--- src/rtl/cordic_rot_pkg.sv ---
package cordic_rot_pkg;

    typedef enum logic [1:0] {
        TURN_0   = 2'd0,
        TURN_90  = 2'd1,
        TURN_180 = 2'd2,
        TURN_270 = 2'd3
    } turn_e;

    localparam real TWO_PI = 6.283185307179586;

    // arctangent by power series, valid for |t| <= 0.5
    function automatic real atan_series(input real t);
        real acc;
        real term;
        acc  = 0.0;
        term = t;
        for (int n = 0; n < 40; n++) begin
            if (n % 2 == 0)
                acc = acc + term / real'(2 * n + 1);
            else
                acc = acc - term / real'(2 * n + 1);
            term = term * t * t;
        end
        return acc;
    endfunction

    // per-stage angle in phase units (2^pw per full turn)
    function automatic int stage_angle(input int k, input int pw);
        real a;
        a = atan_series(1.0 / (2.0 ** k));
        return $rtoi(a * (2.0 ** pw) / TWO_PI + 0.5);
    endfunction

endpackage

--- src/rtl/cordic_prerot.sv ---
module cordic_prerot
    import cordic_rot_pkg::*;
#(
    parameter int IW = 12,
    parameter int WW = 16,
    parameter int PW = 18
) (
    input  logic                 clk,
    input  logic                 rst,
    input  logic                 ce,
    input  logic [IW-1:0]        x_i,
    input  logic [IW-1:0]        y_i,
    input  logic [PW-1:0]        ph_i,
    output logic signed [WW-1:0] x_o,
    output logic signed [WW-1:0] y_o,
    output logic signed [PW-1:0] ph_o
);
    localparam int FRAC  = WW - IW - 1;
    localparam int HALFQ = 1 << (PW - 3);

    logic signed [WW-1:0] xw, yw, x_n, y_n;
    logic [2:0]           octant, oct_inc;
    turn_e                turn;
    logic [PW-1:0]        ph_n;

    // one guard bit on top, FRAC zero bits below
    assign xw = {x_i[IW-1], x_i, {FRAC{1'b0}}};
    assign yw = {y_i[IW-1], y_i, {FRAC{1'b0}}};

    assign octant  = ph_i[PW-1 -: 3];
    assign oct_inc = octant + 3'd1;
    assign turn    = turn_e'(oct_inc[2:1]);
    assign ph_n    = ph_i - {turn, {(PW-2){1'b0}}};

    always_comb begin
        unique case (turn)
            TURN_0:   begin x_n = xw;  y_n = yw;  end
            TURN_90:  begin x_n = -yw; y_n = xw;  end
            TURN_180: begin x_n = -xw; y_n = -yw; end
            TURN_270: begin x_n = yw;  y_n = -xw; end
            default:  begin x_n = xw;  y_n = yw;  end
        endcase
    end

    always_ff @(posedge clk) begin
        if (rst) begin
            x_o  <= '0;
            y_o  <= '0;
            ph_o <= '0;
        end else if (ce) begin
            x_o  <= x_n;
            y_o  <= y_n;
            ph_o <= ph_n;
        end
    end

    // residual after the coarse turn stays within an eighth of a turn
    p_residual_range_r2: assert property (@(posedge clk) disable iff (rst)
        ce |=> (ph_o <= HALFQ) && (ph_o >= -HALFQ));

endmodule

--- src/rtl/cordic_microstage.sv ---
module cordic_microstage #(
    parameter int WW    = 16,
    parameter int PW    = 18,
    parameter int SHIFT = 1,
    parameter int ANGLE = 0
) (
    input  logic                 clk,
    input  logic                 rst,
    input  logic                 ce,
    input  logic signed [WW-1:0] x_i,
    input  logic signed [WW-1:0] y_i,
    input  logic signed [PW-1:0] ph_i,
    output logic signed [WW-1:0] x_o,
    output logic signed [WW-1:0] y_o,
    output logic signed [PW-1:0] ph_o
);
    localparam logic signed [PW-1:0] ANG = PW'(ANGLE);

    logic                 turn_cw;
    logic signed [WW-1:0] x_sh, y_sh;

    assign turn_cw = ph_i[PW-1];
    assign x_sh    = x_i >>> SHIFT;
    assign y_sh    = y_i >>> SHIFT;

    always_ff @(posedge clk) begin
        if (rst) begin
            x_o  <= '0;
            y_o  <= '0;
            ph_o <= '0;
        end else if (ce) begin
            if (turn_cw) begin
                x_o  <= x_i + y_sh;
                y_o  <= y_i - x_sh;
                ph_o <= ph_i + ANG;
            end else begin
                x_o  <= x_i - y_sh;
                y_o  <= y_i + x_sh;
                ph_o <= ph_i - ANG;
            end
        end
    end

    // a negative residual is raised, a non-negative one is lowered
    p_steer_up_r4: assert property (@(posedge clk) disable iff (rst)
        (ce && ph_i[PW-1]) |=> (ph_o >= $past(ph_i)));
    p_steer_down_r4: assert property (@(posedge clk) disable iff (rst)
        (ce && !ph_i[PW-1]) |=> (ph_o <= $past(ph_i)));

endmodule

--- src/rtl/cordic_round_out.sv ---
module cordic_round_out #(
    parameter int WW = 16,
    parameter int OW = 13
) (
    input  logic                 clk,
    input  logic                 rst,
    input  logic                 ce,
    input  logic signed [WW-1:0] x_i,
    input  logic signed [WW-1:0] y_i,
    output logic signed [OW-1:0] x_o,
    output logic signed [OW-1:0] y_o
);
    localparam int D    = WW - OW;
    localparam int STEP = 1 << D;
    localparam int HALF = STEP / 2;

    // round half to even: bias is half-minus-one plus the kept LSB
    function automatic logic signed [OW-1:0] round_even(input logic signed [WW-1:0] v);
        logic [WW-1:0]        bias;
        logic signed [WW-1:0] s;
        bias = {{OW{1'b0}}, v[D], {(D-1){~v[D]}}};
        s    = v + $signed(bias);
        return OW'(s >>> D);
    endfunction

    always_ff @(posedge clk) begin
        if (rst) begin
            x_o <= '0;
            y_o <= '0;
        end else if (ce) begin
            x_o <= round_even(x_i);
            y_o <= round_even(y_i);
        end
    end

    // dropped part never exceeds half an output LSB
    p_round_close_r8: assert property (@(posedge clk) disable iff (rst)
        ce |=> ((int'(x_o) * STEP - int'($past(x_i))) <= HALF)
            && ((int'(x_o) * STEP - int'($past(x_i))) >= -HALF)
            && ((int'(y_o) * STEP - int'($past(y_i))) <= HALF)
            && ((int'(y_o) * STEP - int'($past(y_i))) >= -HALF));

endmodule

--- src/rtl/cordic_rotator.sv ---
module cordic_rotator
    import cordic_rot_pkg::*;
#(
    parameter int IW      = 12,
    parameter int PW      = 18,
    parameter int WW      = 16,
    parameter int NSTAGES = 16
) (
    input  logic                 clk,
    input  logic                 rst,
    input  logic                 ce,
    input  logic [IW-1:0]        in_x,
    input  logic [IW-1:0]        in_y,
    input  logic [PW-1:0]        in_phase,
    input  logic                 in_tag,
    output logic signed [IW:0]   out_x,
    output logic signed [IW:0]   out_y,
    output logic                 out_tag
);
    localparam int OW        = IW + 1;
    localparam int LAT       = NSTAGES + 2;
    localparam int RES_BOUND = stage_angle(NSTAGES, PW) + NSTAGES;

    logic signed [WW-1:0] xs  [NSTAGES+1];
    logic signed [WW-1:0] ys  [NSTAGES+1];
    logic signed [PW-1:0] phs [NSTAGES+1];
    logic [LAT-1:0]       tag_sr;

    cordic_prerot #(.IW(IW), .WW(WW), .PW(PW)) u_prerot (
        .clk  (clk),
        .rst  (rst),
        .ce   (ce),
        .x_i  (in_x),
        .y_i  (in_y),
        .ph_i (in_phase),
        .x_o  (xs[0]),
        .y_o  (ys[0]),
        .ph_o (phs[0])
    );

    for (genvar k = 0; k < NSTAGES; k++) begin : g_stage
        cordic_microstage #(
            .WW    (WW),
            .PW    (PW),
            .SHIFT (k + 1),
            .ANGLE (stage_angle(k + 1, PW))
        ) u_stage (
            .clk  (clk),
            .rst  (rst),
            .ce   (ce),
            .x_i  (xs[k]),
            .y_i  (ys[k]),
            .ph_i (phs[k]),
            .x_o  (xs[k+1]),
            .y_o  (ys[k+1]),
            .ph_o (phs[k+1])
        );
    end

    cordic_round_out #(.WW(WW), .OW(OW)) u_round (
        .clk (clk),
        .rst (rst),
        .ce  (ce),
        .x_i (xs[NSTAGES]),
        .y_i (ys[NSTAGES]),
        .x_o (out_x),
        .y_o (out_y)
    );

    // tag shift register, same depth as the data path
    always_ff @(posedge clk) begin
        if (rst)
            tag_sr <= '0;
        else if (ce)
            tag_sr <= {tag_sr[LAT-2:0], in_tag};
    end
    assign out_tag = tag_sr[LAT-1];

    // residual has converged after the last stage
    p_residual_done_r4: assert property (@(posedge clk) disable iff (rst)
        (phs[NSTAGES] <= RES_BOUND) && (phs[NSTAGES] >= -RES_BOUND));

    // nothing moves while the enable is low
    p_idle_hold_r5: assert property (@(posedge clk) disable iff (rst)
        !ce |=> $stable(out_x) && $stable(out_y) && $stable(out_tag));

    // the tag can only advance on an enabled clock
    p_tag_enabled_r6: assert property (@(posedge clk) disable iff (rst)
        $rose(out_tag) |-> $past(ce));

    // outputs read zero right after reset
    p_reset_clear_r7: assert property (@(posedge clk) disable iff (rst)
        $past(rst) |-> (out_x == 0) && (out_y == 0) && !out_tag);

endmodule

--- config.mk ---
export PLATFORM = sky130hd
export DESIGN_NAME = cordic_rotator
export DESIGN_NICKNAME = d
export VERILOG_FILES = /design/src/rtl/cordic_rot_pkg.sv /design/src/rtl/cordic_prerot.sv /design/src/rtl/cordic_microstage.sv /design/src/rtl/cordic_round_out.sv /design/src/rtl/cordic_rotator.sv
export SDC_FILE = /design/constraint.sdc
export NUM_CORES = 2
export LEC_CHECK = 0
export ABC_AREA = 1
export BUFFER_PORTS_ARGS = -buffer_cell sky130_fd_sc_hd__buf_2
export CORE_ASPECT_RATIO = 1.25
export CORE_UTILIZATION = 28
export DETAILED_ROUTE_END_ITERATION = 8
export GPL_ROUTABILITY_DRIVEN = 0
export PLACE_DENSITY = 0.44
export SETUP_SLACK_MARGIN = 0.02
export SLEW_MARGIN = 20
export SYNTH_ARGS = -nofsm -noshare
export SYNTH_HDL_FRONTEND = slang
export SYNTH_SLANG_ARGS = --single-unit
--- constraint.sdc ---
create_clock -name clk -period 3.9 [get_ports clk]
set_input_delay 0.39 -clock clk [delete_from_list [all_inputs] [get_ports clk]]
set_output_delay 0.39 -clock clk [all_outputs]
set_load 0.03 [all_outputs]
# == After elaboration in Yosys (flattened, before gate mapping) ==
# Index checks and enable logic that the tools add are counted.
# Widths: inputs -> output; s select.
# totals
output_inout_bits,27
inputBits,46
word_cells,208
register_bits,876
# classes
n_reduce_logical,1
bitwise_logic,2
n_mux,49
eq_ne,3
addsub,100
# op_table
op,count
$mux 16,32
$mux 18,15
$pmux 16 s4,2
$add 16x1->16,4
$add 16x4->16,4
$sub 16x1->16,4
$add 16x10->16,2
$add 16x11->16,2
$add 16x12->16,2
$add 16x13->16,2
$add 16x14->16,2
$add 16x15->16,2
$add 16x2->16,2
$add 16x3->16,2
$add 16x5->16,2
$add 16x6->16,2
$add 16x7->16,2
$add 16x8->16,2
$add 16x9->16,2
$neg 15->16,2
$sub 16x10->16,2
$sub 16x11->16,2
$sub 16x12->16,2
$sub 16x13->16,2
46 further kinds,58

# == Logic depth before layout (Yosys ltp) ==
# depth
word_depth,3
mapped_depth,22
ltp_nobuf,22

# == Cells and area by module ==
# Synthesis repeated with hierarchy kept, for this count alone.
# unflattened
cells_unflattened,14213
hier_area_um2,84264.6
# by_module_without_submodules
module,seq_area_each_um2,area_per_inst_um2,cells_per_inst,instances
cordic_microstage at g_stage[14].u_stage ...,1001.0,4433.0,756,2
cordic_microstage at g_stage[7].u_stage,1001.0,5391.4,956,1
cordic_microstage at g_stage[9].u_stage,1001.0,5323.9,936,1
cordic_microstage at g_stage[8].u_stage,1001.0,5308.8,950,1
cordic_microstage at g_stage[4].u_stage,1001.0,5268.8,905,1
cordic_microstage at g_stage[6].u_stage,1001.0,5170.0,877,1
cordic_microstage at g_stage[3].u_stage,1001.0,5097.4,870,1
cordic_microstage at g_stage[10].u_stage,1001.0,5091.1,892,1
cordic_microstage at g_stage[5].u_stage,1001.0,5056.1,856,1
cordic_microstage at g_stage[1].u_stage,1001.0,5027.3,813,1
cordic_microstage at g_stage[0].u_stage,1001.0,4963.5,811,1
cordic_microstage at g_stage[2].u_stage,1001.0,4825.9,785,1
cordic_microstage at g_stage[12].u_stage,1001.0,4548.1,747,1
cordic_microstage at g_stage[11].u_stage,1001.0,4470.5,705,1
4 more rows,n/a,n/a,n/a,n/a

# == Worst setup path after synthesis ==
# Ideal clock, no wire load.
# synth_path
kind,reg-to-reg
from,register g_stage[12].u_stage.x_o[15]
to,register g_stage[13].u_stage.y_o[7]
t_arrival_ns,2.801
required_ns,3.785
path_slack_ns,0.983
setup_ns,0.115
synth_period_minus_slack_ns,2.917
n_path_buf,0
stages_incl_launch_ff,12
cell_sequence,dfxtp_1 inv_1 ha_1 o21ai_0 ha_1 a21oi_1 nand2_1 a21oi_1 o21ai_1 xor2_1 o21ai_0 inv_1
# synth_via
elab_chain_cells,2
word_cells_on_any_way,3
cone_classes,add/sub (2); mux (1)
# synth_rtl
element,line_no,text
"start, declared",cordic_microstage.sv:13,"output logic signed [WW-1:0] x_o,"
"start signal, assigned",cordic_microstage.sv:33,x_o <= x_i + y_sh;
"start signal, assigned",cordic_microstage.sv:37,x_o <= x_i - y_sh;
$add 16x2->16 / $sub 16x2->16 (equally long branches),"cordic_microstage.sv:38, cordic_microstage.sv:34",
$mux 16 (*),cordic_microstage.sv:32,if (turn_cw) begin
"end signal, assigned",cordic_microstage.sv:34,y_o <= y_i - x_sh;
"end signal, assigned",cordic_microstage.sv:38,y_o <= y_i + x_sh;
"end, declared",cordic_microstage.sv:14,"output logic signed [WW-1:0] y_o,"
# Mark *: on every way between the ends. The rest lies on a longest branch, timed or not.
# A chain may end at the register's enable or synchronous reset.

# == Worst setup path after layout ==
# layout_path
from,register g_stage[7].u_stage.y_o[9]
to,register g_stage[8].u_stage.x_o[8]
# layout_via
elab_chain_cells,2
word_cells_on_any_way,3
cone_classes,add/sub (2); mux (1)
# layout_rtl
element,line_no
"start, declared",cordic_microstage.sv:14
"start signal, assigned",cordic_microstage.sv:34
"start signal, assigned",cordic_microstage.sv:38
$sub 16x7->16 / $add 16x7->16 (equally long branches),"cordic_microstage.sv:37, cordic_microstage.sv:33"
$mux 16 (*),cordic_microstage.sv:32
"end signal, assigned",cordic_microstage.sv:33
"end signal, assigned",cordic_microstage.sv:37
"end, declared",cordic_microstage.sv:13
# Marked as above.

==> impl_metrics.tcl <==
set metrics [dict create \
    worst_setup_path_end_kind "flop" \
    vias_in_the_first_global_route 70910 \
    crit_chain "nor3_1, nand2_1, nor3_1, inv_1, ha_1, nand2_1, nand2_1, inv_1, ha_1, a21oi_1, o21ai_0, a21oi_1, xor2_1, nand2_1, o211ai_1, inv_1" \
    drive_gt1_share_pct 4.141 \
    die_h_um 576.1 \
    power.leakage_nw 43.32 \
    worstSetupStartpointType "flop" \
    insertion_delay_ns 0.78 \
    design.portCount 73 \
    ys_seq_elements 849 \
    drc_errors 0 \
    average_wire_length_per_cell_after_detail_routing_um 16.23 \
    crit_type "flop to flop" \
    critical_path.max_fanout 4 \
    cts_post_setup_buffers_inserted 0 \
    worst_path_max_delay_cell "nor3_1" \
    num-nets-final 12360 \
    port_buffers 72 \
    rr_worst_depth 16 \
    h-tree-depth 3 \
    maximum_resistive_drop_on_vdd_mv 0.4433 \
    area_growth_pct 11.56 \
    clock_tree.root_cell "clkbuf_16" \
    synth_top_area_cell "dfxtp_1" \
    report.final.slew_viol_count 0 \
    depth_of_the_critical_timing_path_with_buffers_and_inverters_included 16 \
    vias 71350 \
    die_x_um 461.3 \
    actual_transition_at_the_worst_max_transition_pin_ns 0.8625 \
    timing.critical_path.buf_inv 3 \
    dp_hpwl_um 192400 \
    detailed_place.area_mm2 0.07811 \
    final_setup_skew_ns 0.03036 \
    worst-endpoint-arrival_ns 3.90 \
    fp.coreArea_mm2 0.2620 \
    maxCapViolations 0 \
    rows 210 \
    hold-path-cell-count 5 \
    setup-violations-final 0 \
    antenna_left 0 \
    cpPeakStageDelay_ns 0.45 \
    avgViaCountPerCell 4.736 \
    p_int_mw 35.27 \
    relSlewSlack_pct 42.44 \
    p_sw_mw 39.04 \
    cts_tree "done" \
    netlist_top_cells_area "dfxtp_1, ha_1, nand2_1" \
    rsz0062_at_grt "no" \
    synthFlopType "dfxtp_1" \
    async_flop_share_pct 0 \
    avgSynthCellArea_um2 6.431 \
    drt_first_iter_violations 3329 \
    achievable-frequency_mhz 309.0 \
    yosysSeqAreaShare_pct 23.02 \
    run_status "completed" \
    antenna_found_initial 2 \
    yosys.cell_types.count 63 \
    final_period_minus_worst_setup_slack_ns 3.236 \
    power.sequential.fraction_pct 18.1 \
    finalSetupTns_ns 0 \
    final.hold.worst_slack_ns 0.1204 \
    critPathMostFrequentCell "nand2_1" \
    drt-pass1-iter-count 6 \
    critPathTopFamily "simple AND/OR/NAND/NOR gates" \
    routed_wl_um 244500 \
    syn_nets 12360 \
    share_of_power_burned_in_combinational_logic_pct 66.8 \
    path_clk_slew_ns 0.06 \
    count_of_warnings_emitted_by_yosys 0 \
    clock_power_share_pct 15.1 \
    numCtsBuffers 113 \
    power_density_mw_per_mm2 902.1 \
    switching_share_of_power_pct 52.53 \
    cp_data_required_time_ns 4.56 \
    finalHoldViolCount 0 \
    grt_first_pass_wirelength_um 386400 \
    start_util_pct 28.19 \
    grt.overflow.total 0 \
    grt_usage_pct 18.08 \
    mostFrequentLayoutCell "nand2_1" \
    cts_buffer_depth 3 \
    layout.cell_area.non_filler_mm2 0.08237 \
    synth_top_area_share_pct 23.02 \
    largest_net_degree_at_the_start_of_global_routing 146 \
    mostFrequentLayoutCells "nand2_1, nor2_1, inv_1" \
    holdCritPathClass "input pin to flop" \
    tritoncts_num_sinks 849 \
    netlist_instances 11480 \
    timing.final.crit_share_pct 82.99 \
    syn_area_mm2 0.07383 \
    synth_edf_count 0 \
    design.die.area_mm2 0.2658 \
]
-- flip-flops by register name (all words and copies together) (netlist names) --
signal and count:
u_prerot.ph_o 18, tag_sr 18, g_stage.u_stage.y_o 254, u_prerot.y_o 13
g_stage.u_stage.ph_o 253, u_round.y_o 13, u_round.x_o 13, g_stage.u_stage.x_o 254
u_prerot.x_o 13
-- stage by stage --
step                total power [mW]  worst slack (ns)  cells  util [%]
floorplan                      49.09            0.9833  11480         -
global placement               63.45            0.6687  14830     29.82
detailed placement             63.46            0.6407  14830     29.82
CTS                            75.29            0.6176  15070     31.44
global route                   82.06            0.3353  15070     31.44
finish                         74.30            0.6636  15070     31.44
-- power groups by stage --
stage	Sequential, mW	Combinational (mW)	Clock [mW]
after detailed placement	13.7	49.8	0
final	13.5	49.6	11.2
after global routing	13.8	56.4	11.9
after floorplan	12.6	36.5	0
after CTS	13.5	50.1	11.6
after global placement	13.7	49.8	0
-- logic make-up after synthesis --
group	synth area share (%)
XOR/XNOR	7.258
adder cells (fa/ha/maj)	14.62
flip-flops	23.02
buffers and inverters	10.41
AND/OR/NAND/NOR	26.31
AO/OA/AOI/OAI	18.37
-- synthesized netlist by cell type, drive strengths merged, types with 86 or more instances --
| library cell | count |
|---|---|
| buf | 164 |
| nand3 | 697 |
| xnor2 | 142 |
| ha | 791 |
| a21o | 86 |
| nand2 | 1957 |
| nor3 | 133 |
| xor2 | 469 |
| clkbuf | 158 |
| nor2 | 1763 |
| inv | 1641 |
| a21oi | 1004 |
| dfxtp | 849 |
| o21ai | 1133 |
-- worst register-to-register path: cells and delay by family (launching register included) --
| kind | cells | cell delay [ns] |
|---|---|---|
| AOI/OAI and AO/OA | 4 | 0.65 |
| xor gates and xnor gates | 1 | 0.22 |
| adders and majority gates | 2 | 0.64 |
| buffers and inverters | 3 | 0.19 |
| DFF | 1 | 0.36 |
| and+or+nand+nor | 6 | 1.06 |
-- per-layer routing --
metal  up-vias  part of all wire [%]  track usage, %
li1      37450                     -               -
met1     32570                    40           18.94
met2       965                    54           35.81
met3       365                   2.2           1.509
met4         0                   4.5           8.130
met5         -                     0               0
-- final timing paths --
path	from	endpoint	slack (ns)
setup / recovery	g_stage[7].u_stage.y_o[9]$_SDFFE_PP0P_	g_stage[8].u_stage.x_o[8]$_SDFFE_PP0P_	0.66
hold / removal	in_y[5]	u_prerot.y_o[8]$_SDFFE_PP0P_	0.12
setup reg to reg	g_stage[7].u_stage.y_o[9]$_SDFFE_PP0P_	g_stage[8].u_stage.x_o[8]$_SDFFE_PP0P_	0.66
hold reg to reg	g_stage[5].u_stage.ph_o[1]$_SDFFE_PP0P_	g_stage[6].u_stage.ph_o[1]$_SDFFE_PP0P_	0.47
-- cell type report --
cell class / instances / area [um^2]
Antenna cell: 1 / 2.502
Clock buffer: 153 / 3168
Clock inverter: 53 / 772.0
Fill cell: 29080 / 179600
Inverter: 1643 / 6187
Multi-Input combinational cell: 8667 / 49150
Sequential cell: 849 / 17000
Tap cell: 3498 / 4377
Timing Repair Buffer: 203 / 1719
-- timing repair --
action | 4_1_cts | 5_1_grt
endpoints found under the hold margin | 37 | 0
endpoints found under the setup margin | 0 | 0
hold buffers | 32 | 0
resized for setup | 0 | 0
Note: power is estimated with default switching activity, not from simulation.
